$ cat src/rtl/wr_status_pkg.sv
package wr_status_pkg;

  // Operation type codes carried with a start event
  typedef enum logic [1:0] {
    WOP_PROG = 2'd0,
    WOP_SECT = 2'd1,
    WOP_CHIP = 2'd2,
    WOP_RSVD = 2'd3
  } wop_e;

  function automatic logic wop_valid(input logic [1:0] op);
    return op != WOP_RSVD;
  endfunction

endpackage

$ cat src/rtl/ws_busy_timer.sv
module ws_busy_timer
  import wr_status_pkg::*;
#(
  parameter int PROG_CYC = 2000,
  parameter int SECT_CYC = 2500000,
  parameter int CHIP_CYC = 10000000,
  parameter int CNT_W    = 24
) (
  input  logic       clk,
  input  logic       rst,
  input  logic       accept,
  input  logic [1:0] op,
  output logic       busy
);

  logic [CNT_W-1:0] cnt_q;
  logic [CNT_W-1:0] load_val;

  always_comb begin
    case (op)
      WOP_SECT: load_val = CNT_W'(SECT_CYC);
      WOP_CHIP: load_val = CNT_W'(CHIP_CYC);
      default:  load_val = CNT_W'(PROG_CYC);
    endcase
  end

  // busy stays high for exactly load_val cycles after the accepting edge
  always_ff @(posedge clk) begin
    if (rst) begin
      cnt_q <= '0;
      busy  <= 1'b0;
    end else if (accept) begin
      cnt_q <= load_val;
      busy  <= 1'b1;
    end else if (busy) begin
      cnt_q <= cnt_q - 1'b1;
      if (cnt_q == CNT_W'(1)) busy <= 1'b0;
    end
  end

endmodule

$ cat src/rtl/ws_toggle.sv
module ws_toggle (
  input  logic clk,
  input  logic rst,
  input  logic clear,
  input  logic adv,
  output logic tog_next
);

  logic tog_q;

  // cleared on start so the first advance yields 1; only reads advance it
  always_ff @(posedge clk) begin
    if (rst)        tog_q <= 1'b0;
    else if (clear) tog_q <= 1'b0;
    else if (adv)   tog_q <= ~tog_q;
  end

  assign tog_next = ~tog_q;

endmodule

$ cat src/rtl/ws_rd_path.sv
module ws_rd_path #(
  parameter int DATA_W = 8
) (
  input  logic              clk,
  input  logic              rst,
  input  logic              rd,
  input  logic              busy,
  input  logic              poll_bit,
  input  logic              tog_bit,
  input  logic [DATA_W-1:0] arr,
  output logic [DATA_W-1:0] rd_data
);

  localparam int POLL_POS = DATA_W - 1;
  localparam int TOG_POS  = DATA_W - 2;

  logic [DATA_W-1:0] stat_word;

  for (genvar b = 0; b < DATA_W; b++) begin : g_bit
    if (b == POLL_POS) begin : g_poll
      assign stat_word[b] = poll_bit;
    end else if (b == TOG_POS) begin : g_tog
      assign stat_word[b] = tog_bit;
    end else begin : g_pass
      assign stat_word[b] = arr[b];
    end
  end

  always_ff @(posedge clk) begin
    if (rst)     rd_data <= '0;
    else if (rd) rd_data <= busy ? stat_word : arr;
  end

endmodule

$ cat src/rtl/wr_status_gen.sv
module wr_status_gen
  import wr_status_pkg::*;
#(
  parameter int DATA_W   = 8,
  parameter int PROG_CYC = 2000,
  parameter int SECT_CYC = 2500000,
  parameter int CHIP_CYC = 10000000
) (
  input  logic              clk,
  input  logic              rst,
  input  logic              start_i,
  input  logic [1:0]        op_i,
  input  logic [DATA_W-1:0] pdata_i,
  input  logic              rd_i,
  input  logic [DATA_W-1:0] arr_data_i,
  output logic [DATA_W-1:0] rd_data_o,
  output logic              busy_o
);

  localparam int MAX_A   = (PROG_CYC > SECT_CYC) ? PROG_CYC : SECT_CYC;
  localparam int MAX_CYC = (MAX_A > CHIP_CYC) ? MAX_A : CHIP_CYC;
  localparam int CNT_W   = $clog2(MAX_CYC + 1);

  logic accept;
  logic poll_q;
  logic tog_next;
  logic pdata_unused;

  assign accept       = start_i && !busy_o && wop_valid(op_i);
  assign pdata_unused = ^pdata_i[DATA_W-2:0];

  // Polling bit latched at start: inverse program MSB, or 0 for erase
  always_ff @(posedge clk) begin
    if (rst)
      poll_q <= 1'b0;
    else if (accept)
      poll_q <= (op_i == WOP_PROG) ? ~pdata_i[DATA_W-1] : 1'b0;
  end

  ws_busy_timer #(
    .PROG_CYC(PROG_CYC),
    .SECT_CYC(SECT_CYC),
    .CHIP_CYC(CHIP_CYC),
    .CNT_W   (CNT_W)
  ) u_timer (
    .clk   (clk),
    .rst   (rst),
    .accept(accept),
    .op    (op_i),
    .busy  (busy_o)
  );

  ws_toggle u_tog (
    .clk     (clk),
    .rst     (rst),
    .clear   (accept),
    .adv     (rd_i && busy_o),
    .tog_next(tog_next)
  );

  ws_rd_path #(.DATA_W(DATA_W)) u_rd (
    .clk     (clk),
    .rst     (rst),
    .rd      (rd_i),
    .busy    (busy_o),
    .poll_bit(poll_q),
    .tog_bit (tog_next),
    .arr     (arr_data_i),
    .rd_data (rd_data_o)
  );

endmodule

$ cat config.mk
export PLATFORM = sky130hd
export DESIGN_NAME = wr_status_gen
export DESIGN_NICKNAME = d
export VERILOG_FILES = /design/src/rtl/wr_status_pkg.sv /design/src/rtl/ws_busy_timer.sv /design/src/rtl/ws_toggle.sv /design/src/rtl/ws_rd_path.sv /design/src/rtl/wr_status_gen.sv
export SDC_FILE = /design/constraint.sdc
export NUM_CORES = 1
export LEC_CHECK = 0
export BUFFER_PORTS_ARGS = -buffer_cell sky130_fd_sc_hd__buf_2
export CAP_MARGIN = 20
export CORE_ASPECT_RATIO = 0.6
export CORE_MARGIN = 8
export CORE_UTILIZATION = 55
export DETAILED_ROUTE_END_ITERATION = 8
export PLACE_DENSITY_LB_ADDON = 0.25
export SKIP_CTS_REPAIR_TIMING = 1
export SYNTH_ARGS = -nofsm -noshare
export SYNTH_HDL_FRONTEND = slang
export SYNTH_SLANG_ARGS = --single-unit
$ cat constraint.sdc
create_clock -name clk -period 2.3 [get_ports clk]
set_input_delay 0.345 -clock clk [delete_from_list [all_inputs] [get_ports clk]]
set_output_delay 0.345 -clock clk [all_outputs]
set_load 0.02 [all_outputs]
Word level (Yosys, flattened, before mapping)
Cells that the tools add are included.
{"block": "totals", "regBits": 35, "inputBits": 22, "out_inout_bits": 9}
{"block": "op_classes", "addsub": 1, "n_eq_ne": 4, "muxes": 8, "bitwise": 2, "reduce_logical": 7}
{"cell": "24-bit two-way mux", "count": 2}
{"cell": "24-bit one-hot mux with 2 select lines", "count": 1}
{"cell": "24-bit by 1-bit equality test with 1-bit output (second input constant)", "count": 1}
{"cell": "24-bit by 1-bit subtractor with 24-bit output (second input constant)", "count": 1}
{"cell": "8-bit two-way mux", "count": 1}
{"cell": "1-bit two-way mux", "count": 4}
{"cell": "1-bit logical AND", "count": 3}
{"cell": "2-bit by 1-bit equality test with 1-bit output (second input constant)", "count": 1}
{"cell": "2-bit equality test (second input constant)", "count": 1}
{"cell": "2-bit logical NOT", "count": 1}
{"cell": "2-bit inequality test (second input constant)", "count": 1}
{"cell": "1-bit NOT", "count": 2}
{"cell": "2-bit nonzero test", "count": 1}
{"cell": "2-bit OR reduction", "count": 1}
{"cell": "1-bit logical NOT", "count": 1}

Logic depth before layout (Yosys ltp)
Gate-level depths: netlist of run 1.
{"block": "depth", "ltp_word": 4, "depth_mapped": 6}

Modules after synthesis
A second synthesis of run 1 with hierarchy kept.
{"block": "hier_totals", "cells_unflattened": 208, "hier_area_um2": 1860.5}
{"module": "ws_busy_timer", "n_inst": 1, "cells_per_inst": 169, "area_per_inst_um2": 1451.4, "seq_area_each_um2": 500.5}
{"module": "ws_rd_path", "n_inst": 1, "cells_per_inst": 28, "area_per_inst_um2": 300.3, "seq_area_each_um2": 160.2}
{"module": "wr_status_gen", "n_inst": 1, "cells_per_inst": 7, "area_per_inst_um2": 66.3, "seq_area_each_um2": 20.0}
{"module": "ws_toggle", "n_inst": 1, "cells_per_inst": 4, "area_per_inst_um2": 42.5, "seq_area_each_um2": 20.0}

Worst setup path before layout of run 1
Ideal clock, no wire load.
{"block": "synth_path", "path_kind": "reg-to-reg", "start": "register u_timer.busy", "end": "register u_timer.cnt_q[19]", "setup_ns": 0.074, "arrival_ns": 1.675, "required_ns": 2.226, "setup_slack_ns": 0.551, "path_stages_with_launch": 6, "period_less_slack_ns": 1.749, "cell_sequence": "dfxtp_1 > nor3b_2 > nand4_2 > buf_6 > or4_1 > a31oi_1"}
{"block": "synth_via", "elab_chain_cells": 4, "elab_cells_between_ends": 5}
{"element": "from (decl)", "line_no": "ws_busy_timer.sv:13", "source": "output logic busy"}
{"element": "from (signal assigned)", "line_no": "ws_busy_timer.sv:31", "source": "busy <= 1'b0;"}
{"element": "from (signal assigned)", "line_no": "ws_busy_timer.sv:34", "source": "busy <= 1'b1;"}
{"element": "from (signal assigned)", "line_no": "ws_busy_timer.sv:37", "source": "if (cnt_q == CNT_W'(1)) busy <= 1'b0;"}
{"element": "1-bit logical NOT", "line_no": "wr_status_gen.sv:29", "source": "assign accept = start_i && !busy_o && wop_valid(op_i);"}
{"element": "1-bit logical AND (2 in a row)", "line_no": "wr_status_gen.sv:29"}
{"element": "24-bit two-way mux / 2-bit nonzero test (equally long branches)"}
{"element": "to (signal assigned)", "line_no": "ws_busy_timer.sv:33", "source": "cnt_q <= load_val;"}
{"element": "to (signal assigned)", "line_no": "ws_busy_timer.sv:36", "source": "cnt_q <= cnt_q - 1'b1;"}
{"element": "to (decl)", "line_no": "ws_busy_timer.sv:16", "source": "logic [CNT_W-1:0] cnt_q;"}
Parallel ways exist; a longest one is shown, timed or not.
A chain may end at the register's enable or synchronous reset.

Final worst setup path of run 1
{"block": "layout_path", "start": "register u_timer.cnt_q[0]", "end": "register u_timer.cnt_q[14]"}
{"block": "layout_via", "elab_chain_cells": 3}
{"element": "24-bit by 1-bit subtractor with 24-bit output", "line_no": "ws_busy_timer.sv:36"}
{"element": "24-bit two-way mux", "line_no": "ws_busy_timer.sv:35", "source": "end else if (busy) begin"}
{"element": "24-bit two-way mux", "line_no": "ws_busy_timer.sv:32", "source": "end else if (accept) begin"}
No other way between the ends. The select of a mux whose other input is x is not followed.

==> results.cfg, run 1 <==
[global_route]
grt_pass1_wl_um = 6530
overflow = 0
grt_pass1_vias = 1358
grt_max_degree = 21
globalRouteTotalUtil_pct = 16.3
antenna_found_initial = 0

[synthesis]
ys_warn_count = 0
synth_top_family_by_area = simple AND/OR/NAND/NOR gates
ys_types = 44
synthSimpleGateAreaFrac_pct = 24.2
synth_compound_area_share_pct = 15.2
yosys.area.top_type_share_pct = 40.4
ys_ff_latch = 35
synth_fp_nets = 212
synthXorXnorAreaFrac_pct = 4.55
synth.avg_cell_area_um2 = 9.52
synth_ff_type = dfxtp_1
yosys.area.top_type = dfxtp_1
synth.mux.area_fraction_pct = 5.92
ys_top_cells_by_area = dfxtp_1 (40%), ha_1 (5.8%), mux2i_1 (4.6%)
netlist_instances = 182
synthAdderAreaFrac_pct = 5.78
synth_edf_count = 0
async_reset_ff_share_pct = 0
syn_area_mm2 = 0.00173
yosysSeqAreaShare_pct = 40.4

[sta]
tightest_slew_ps = 736
rsz0062_at_grt = no
finalClockSkew_ps = 7.06
finalCritPeriodShare_pct = 86.1
slew_violations = 0
fin_crit_ps = 1980
setup_violations = 0
hold_viol_final = 0
fmax_mhz = 505
fin_tns_setup_ps = 0
max-slew-margin-rel_pct = 50.8

[power_and_ir_drop]
p_sw_uw = 450
switching_share_pct = 29.9
p_clk_share_pct = 32.7
power_frac_seq_pct = 47.3
p_per_area_mw_per_mm2 = 758
p_comb_share_pct = 20.0
ir_worst_vdd_mv = 0.407
p_int_uw = 1060
p_leak_uw = 0.000823

[clock_tree]
h-tree-depth = 2
cts_tree = done
cts.sinks = 35
cts_buffers = 5
path_clk_slew_ps = 70
insertion_delay_ps = 290
cts-root-buf = clkbuf_8
cts_buffer_depth = 2

[route]
drc = 0
drt_pass1_iterations = 4
final_antenna_net_count = 0
wl_per_cell_um = 15.9
viasPerCell = 5.82
dr_total_vias = 1454
drt_iter0_markers = 129
routed_wirelength_um = 3970

[die]
io_pins = 31
die-area_mm2 = 0.00526
dieHeight_um = 59.5
start_util_pct = 59.2
core_area_mm2 = 0.00293
chipWidth_um = 88.5
std_cell_rows = 15

[placement]
io_buffers = 23
placed_cells = 242
dp_hpwl_um = 2930
gp_congestion = 0.863

[worst_setup_path]
path_max_fanout = 10
r2r_slack_ps = 320
crit_type = flip-flop to flip-flop
critPathArrivalTime_ps = 2150
reg2reg_depth = 6
worstPathRequired_ps = 2470
critPathTopFamily = simple AND/OR/NAND/NOR gates
startpoint_type = flip-flop
r2r-start = u_timer.cnt_q[0]
cp_num_buf_inv = 1
critPathSlowestCell = nand4b_2
rr_endpoint = u_timer.cnt_q[14]
crit_path_end_kind = flip-flop
worstPathCellList = inv_1, ha_1, nand2_1, nand4b_2, nor4_1, mux2_2
slowest_delay_ps = 400

[finish]
finish.net_count = 237
layout.cells.non_filler = 250
antenna_cells = 0
area_delta_synth_final_pct = 14.7
drive_gt1_share_pct = 23.1

[min_path]
min_path_type = input port to flip-flop
worstHoldStart = arr_data_i[5]
min_path_cells = 3
hold-path-endpoint = u_rd.rd_data[5]

[run]
maxCapViolations = 0

[run_status]
status = finished, final reports clean
## stage by stage
step	total power [µW]	hold slack, ps	utilization, %	area [µm²]	setup WS, ps
2_1_floorplan	937	432	-	1730	551
3_3_place_gp	1000	447	64.5	1890	427
3_5_place_dp	1020	457	64.5	1890	358
4_1_cts	1510	284	67.9	1990	339
5_1_grt	1590	286	67.9	1990	214
6_report	1510	290	67.9	1990	321
## synthesized netlist by cell type (all sizes together), types with 2 or more instances
master / n
nand3b: 3
inv: 7
buf: 3
a211oi: 3
dfxtp: 35
xor2: 6
nand3: 2
o31ai: 7
nand4: 3
nor4: 2
a21oi: 10
nand4b: 2
ha: 8
xnor2: 3
a21o: 3
nor3b: 3
a31oi: 9
nor2: 19
nor3: 7
o21bai: 2
mux2: 2
mux2i: 8
or4: 6
o21ai: 4
nand2: 7
clkbuf: 6
or3: 5
## kinds of logic (layout without fill, tap and decap cells)
logic type | Yosys count | in the layout
muxes | 10 | 10
buffers and inverters | 16 | 42
xor gates and xnor gates | 9 | 9
DFF | 35 | 35
AOI/OAI and AO/OA | 41 | 41
adders and majority gates | 8 | 8
and+or+nand+nor | 63 | 63
## layout make-up
class                           instances  area, µm²
Timing Repair Buffer                   27        145
Tap cell                               42       52.6
Multi-Input combinational cell        131        963
Clock buffer                            8        100
Fill cell                             241        940
Inverter                                7       26.3
Sequential cell                        35        701
## state kept, by name (all words and copies together) (netlist names)
register / count
poll_q: 1
u_tog.tog_q: 1
u_rd.rd_data: 8
u_timer.cnt_q: 24
u_timer.busy: 1
## cell usage in the layout, fill, tap and decap left out, types with 2 or more instances in the layout
cell / n
nand3b_1: 3
a21oi_1: 10
mux2i_1: 8
buf_2: 23
o31ai_1: 7
nand4_1: 2
or3_1: 4
clkbuf_8: 7
inv_1: 7
buf_4: 4
nand2_1: 7
o21ai_0: 4
mux2_2: 2
nor3_4: 2
xor2_1: 6
nor3b_1: 2
a21o_1: 3
o21bai_1: 2
or4_1: 6
a31oi_1: 9
nor3_1: 4
a211oi_1: 3
ha_1: 8
xnor2_1: 3
nor2_1: 19
dfxtp_1: 35
## tightest hold or removal path, delay by kind of cell
family / cells / cell delay (ps)
buffers and inverters: 1 / 70
AND/OR/NAND/NOR: 1 / 70
multiplexers: 1 / 60
## worst max path at each step
stage                          start                 to  slack (ps)  depth (start not counted)
finish              u_timer.cnt_q[0]  u_timer.cnt_q[14]         320                          6
global route        u_timer.cnt_q[0]  u_timer.cnt_q[14]         210                          6
CTS                 u_timer.cnt_q[0]  u_timer.cnt_q[14]         340                          6
detailed placement  u_timer.cnt_q[0]  u_timer.cnt_q[14]         360                          6
global placement             op_i[0]  u_timer.cnt_q[21]         430                          5
floorplan               u_timer.busy  u_timer.cnt_q[19]         550                          5
## power by group through the flow
stage               sequential (µW)  clock [µW]  combinational, µW
detailed placement              725           0                297
floorplan                       723           0                214
global route                    719         535                332
global placement                719           0                284
CTS                             711         501                299
finish                          713         493                301
## routing by layer
metal	track usage (%)	share of wire, %
met2	22.2	44
met5	0	0
met4	5.49	1.1
met3	7.05	6.3
met1	22.0	49
Power figures use the tool's default switching activity.
==> run 2, diff against run 1 <==
- BUFFER_PORTS_ARGS: -buffer_cell sky130_fd_sc_hd__buf_2 -> default
- CORE_UTILIZATION: 55 -> 62
- DONT_BUFFER_PORTS: default -> 1
==> run 2 against run 1 <==
Net effect: non-clock buffer count decreased by 24; total power shrank 2.6%; cell count decreased by 14%; global-route usage fell by 0.39 points; combinational power fell by 14%; clock power down 2%; first-iteration DRC count is 37% higher; highest routed layer unchanged.
==> results.cfg, run 2 (synthesis results as in run 1) <==
[global_route]
grt_max_degree = 21
grt_pass1_wl_um = 6190
grt_pass1_vias = 1311
globalRouteTotalUtil_pct = 15.9
overflow = 0
antenna_found_initial = 0

[sta]
fin_tns_setup_ps = 0
finalClockSkew_ps = 7.92
slew_violations = 0
setup_violations = 0
fin_crit_ps = 1980
fmax_mhz = 506
tightest_slew_ps = 684
max-slew-margin-rel_pct = 54.3
rsz0062_at_grt = no
finalCritPeriodShare_pct = 86.0
hold_viol_final = 0

[finish]
reg_top3 = u_timer.cnt_q: 24 flops, u_rd.rd_data: 8 flops
finish.net_count = 213
largest_reg_flops = 24
regMostFlops = u_timer.cnt_q
final_cell_mix = dfxtp_1 (35), nor2_1 (19), a21oi_1 (10)
area_delta_synth_final_pct = 6.93
drive_gt1_share_pct = 13.0
final_common_cell = dfxtp_1
layout.cells.non_filler = 216
antenna_cells = 0
final_util_pct = 72.0

[clock_tree]
insertion_delay_ps = 290
path_clk_slew_ps = 70
cts_buffers = 5
cts-root-buf = clkbuf_8
cts_buffer_depth = 2
h-tree-depth = 2
cts.sinks = 35
cts_tree = done

[worst_setup_path]
worstPathRequired_ps = 2510
path_max_fanout = 10
reg2reg_depth = 6
critPathArrivalTime_ps = 2190
startpoint = u_timer.cnt_q[0]
endpoint = u_timer.cnt_q[22]
r2r-start = u_timer.cnt_q[0]
crit_path_end_kind = flip-flop
rr_endpoint = u_timer.cnt_q[22]
crit_type = flip-flop to flip-flop
r2r_slack_ps = 320
startpoint_type = flip-flop

[power_and_ir_drop]
switching_share_pct = 29.1
p_sw_uw = 427
p_comb_share_pct = 17.6
p_clk_share_pct = 33.0
power.total_uw = 1470
ir_worst_vdd_mv = 0.455
p_int_uw = 1040
p_leak_uw = 0.000718
p_per_area_mw_per_mm2 = 792
power_frac_seq_pct = 49.3

[placement]
gp_congestion = 0.809
dp_hpwl_um = 2820
placed_cells = 208
io_buffers = 0

[route]
dr_total_vias = 1349
drt_pass1_iterations = 4
drc = 0
final_antenna_net_count = 0
routed_wirelength_um = 3760
viasPerCell = 6.25
wl_per_cell_um = 17.4
drt_iter0_markers = 177

[die]
die-area_mm2 = 0.00480
core_area_mm2 = 0.00257
chipWidth_um = 84.3
dieHeight_um = 57.0
start_util_pct = 67.3
std_cell_rows = 14
io_pins = 31

[run_status]
status = finished, final reports clean

[run]
maxCapViolations = 0

[min_path]
min_path_type = input port to flip-flop
-- run 2: cell count changes in the layout (fill, tap and decap cells not counted), sizes merged --
cell  before  now
buf       27    3
-- run 2: layout make-up --
cell class              instances  area (µm²)
clock buffers                   8         100
fillers                       179         722
inverters                       7        26.3
multi-input cells             131         963
flip-flops and latches         35         701
well taps                      32        40.0
repair buffers                  3        22.5
-- run 2: metal layers --
layer,global-route usage (%),vias to the layer above,wire length [µm]
li1,-,668,-
met1,20.0,626,1690
met2,23.6,48,1660
met3,6.94,7,354
met4,6.11,0,63
met5,0,-,0
-- run 2: stage by stage --
step	area (µm²)	setup WS [ps]	hold slack (ps)
floorplan	1730	551	432
global placement	1750	429	419
detailed placement	1750	355	420
CTS	1850	350	105
global route	1850	202	104
finish	1850	323	123
-- run 2: power groups by stage --
stage / Clock (µW) / Sequential [µW] / Combinational, µW
5_1_grt: 524 / 730 / 288
3_3_place_gp: 0 / 733 / 240
6_report: 485 / 724 / 259
4_1_cts: 501 / 724 / 256
3_5_place_dp: 0 / 737 / 255
2_1_floorplan: 0 / 723 / 214
-- run 2: worst min path at each step --
stage | start | to | slack (ps) | cells after the start
floorplan | poll_q | poll_q | 430 | 2
global placement | rst | u_timer.cnt_q[7] | 420 | 1
detailed placement | rst | u_timer.cnt_q[10] | 420 | 1
CTS | rst | u_timer.cnt_q[7] | 100 | 1
global route | rst | u_timer.cnt_q[10] | 100 | 1
finish | rst | u_timer.cnt_q[7] | 120 | 1
-- run 2: critical path, stage by stage, from the launching register on --
cell	delay, ps
dfxtp_1	330
inv_1	110
ha_1	250
nand2_1	100
nand4b_2	370
or4_1	550
a21oi_1	180
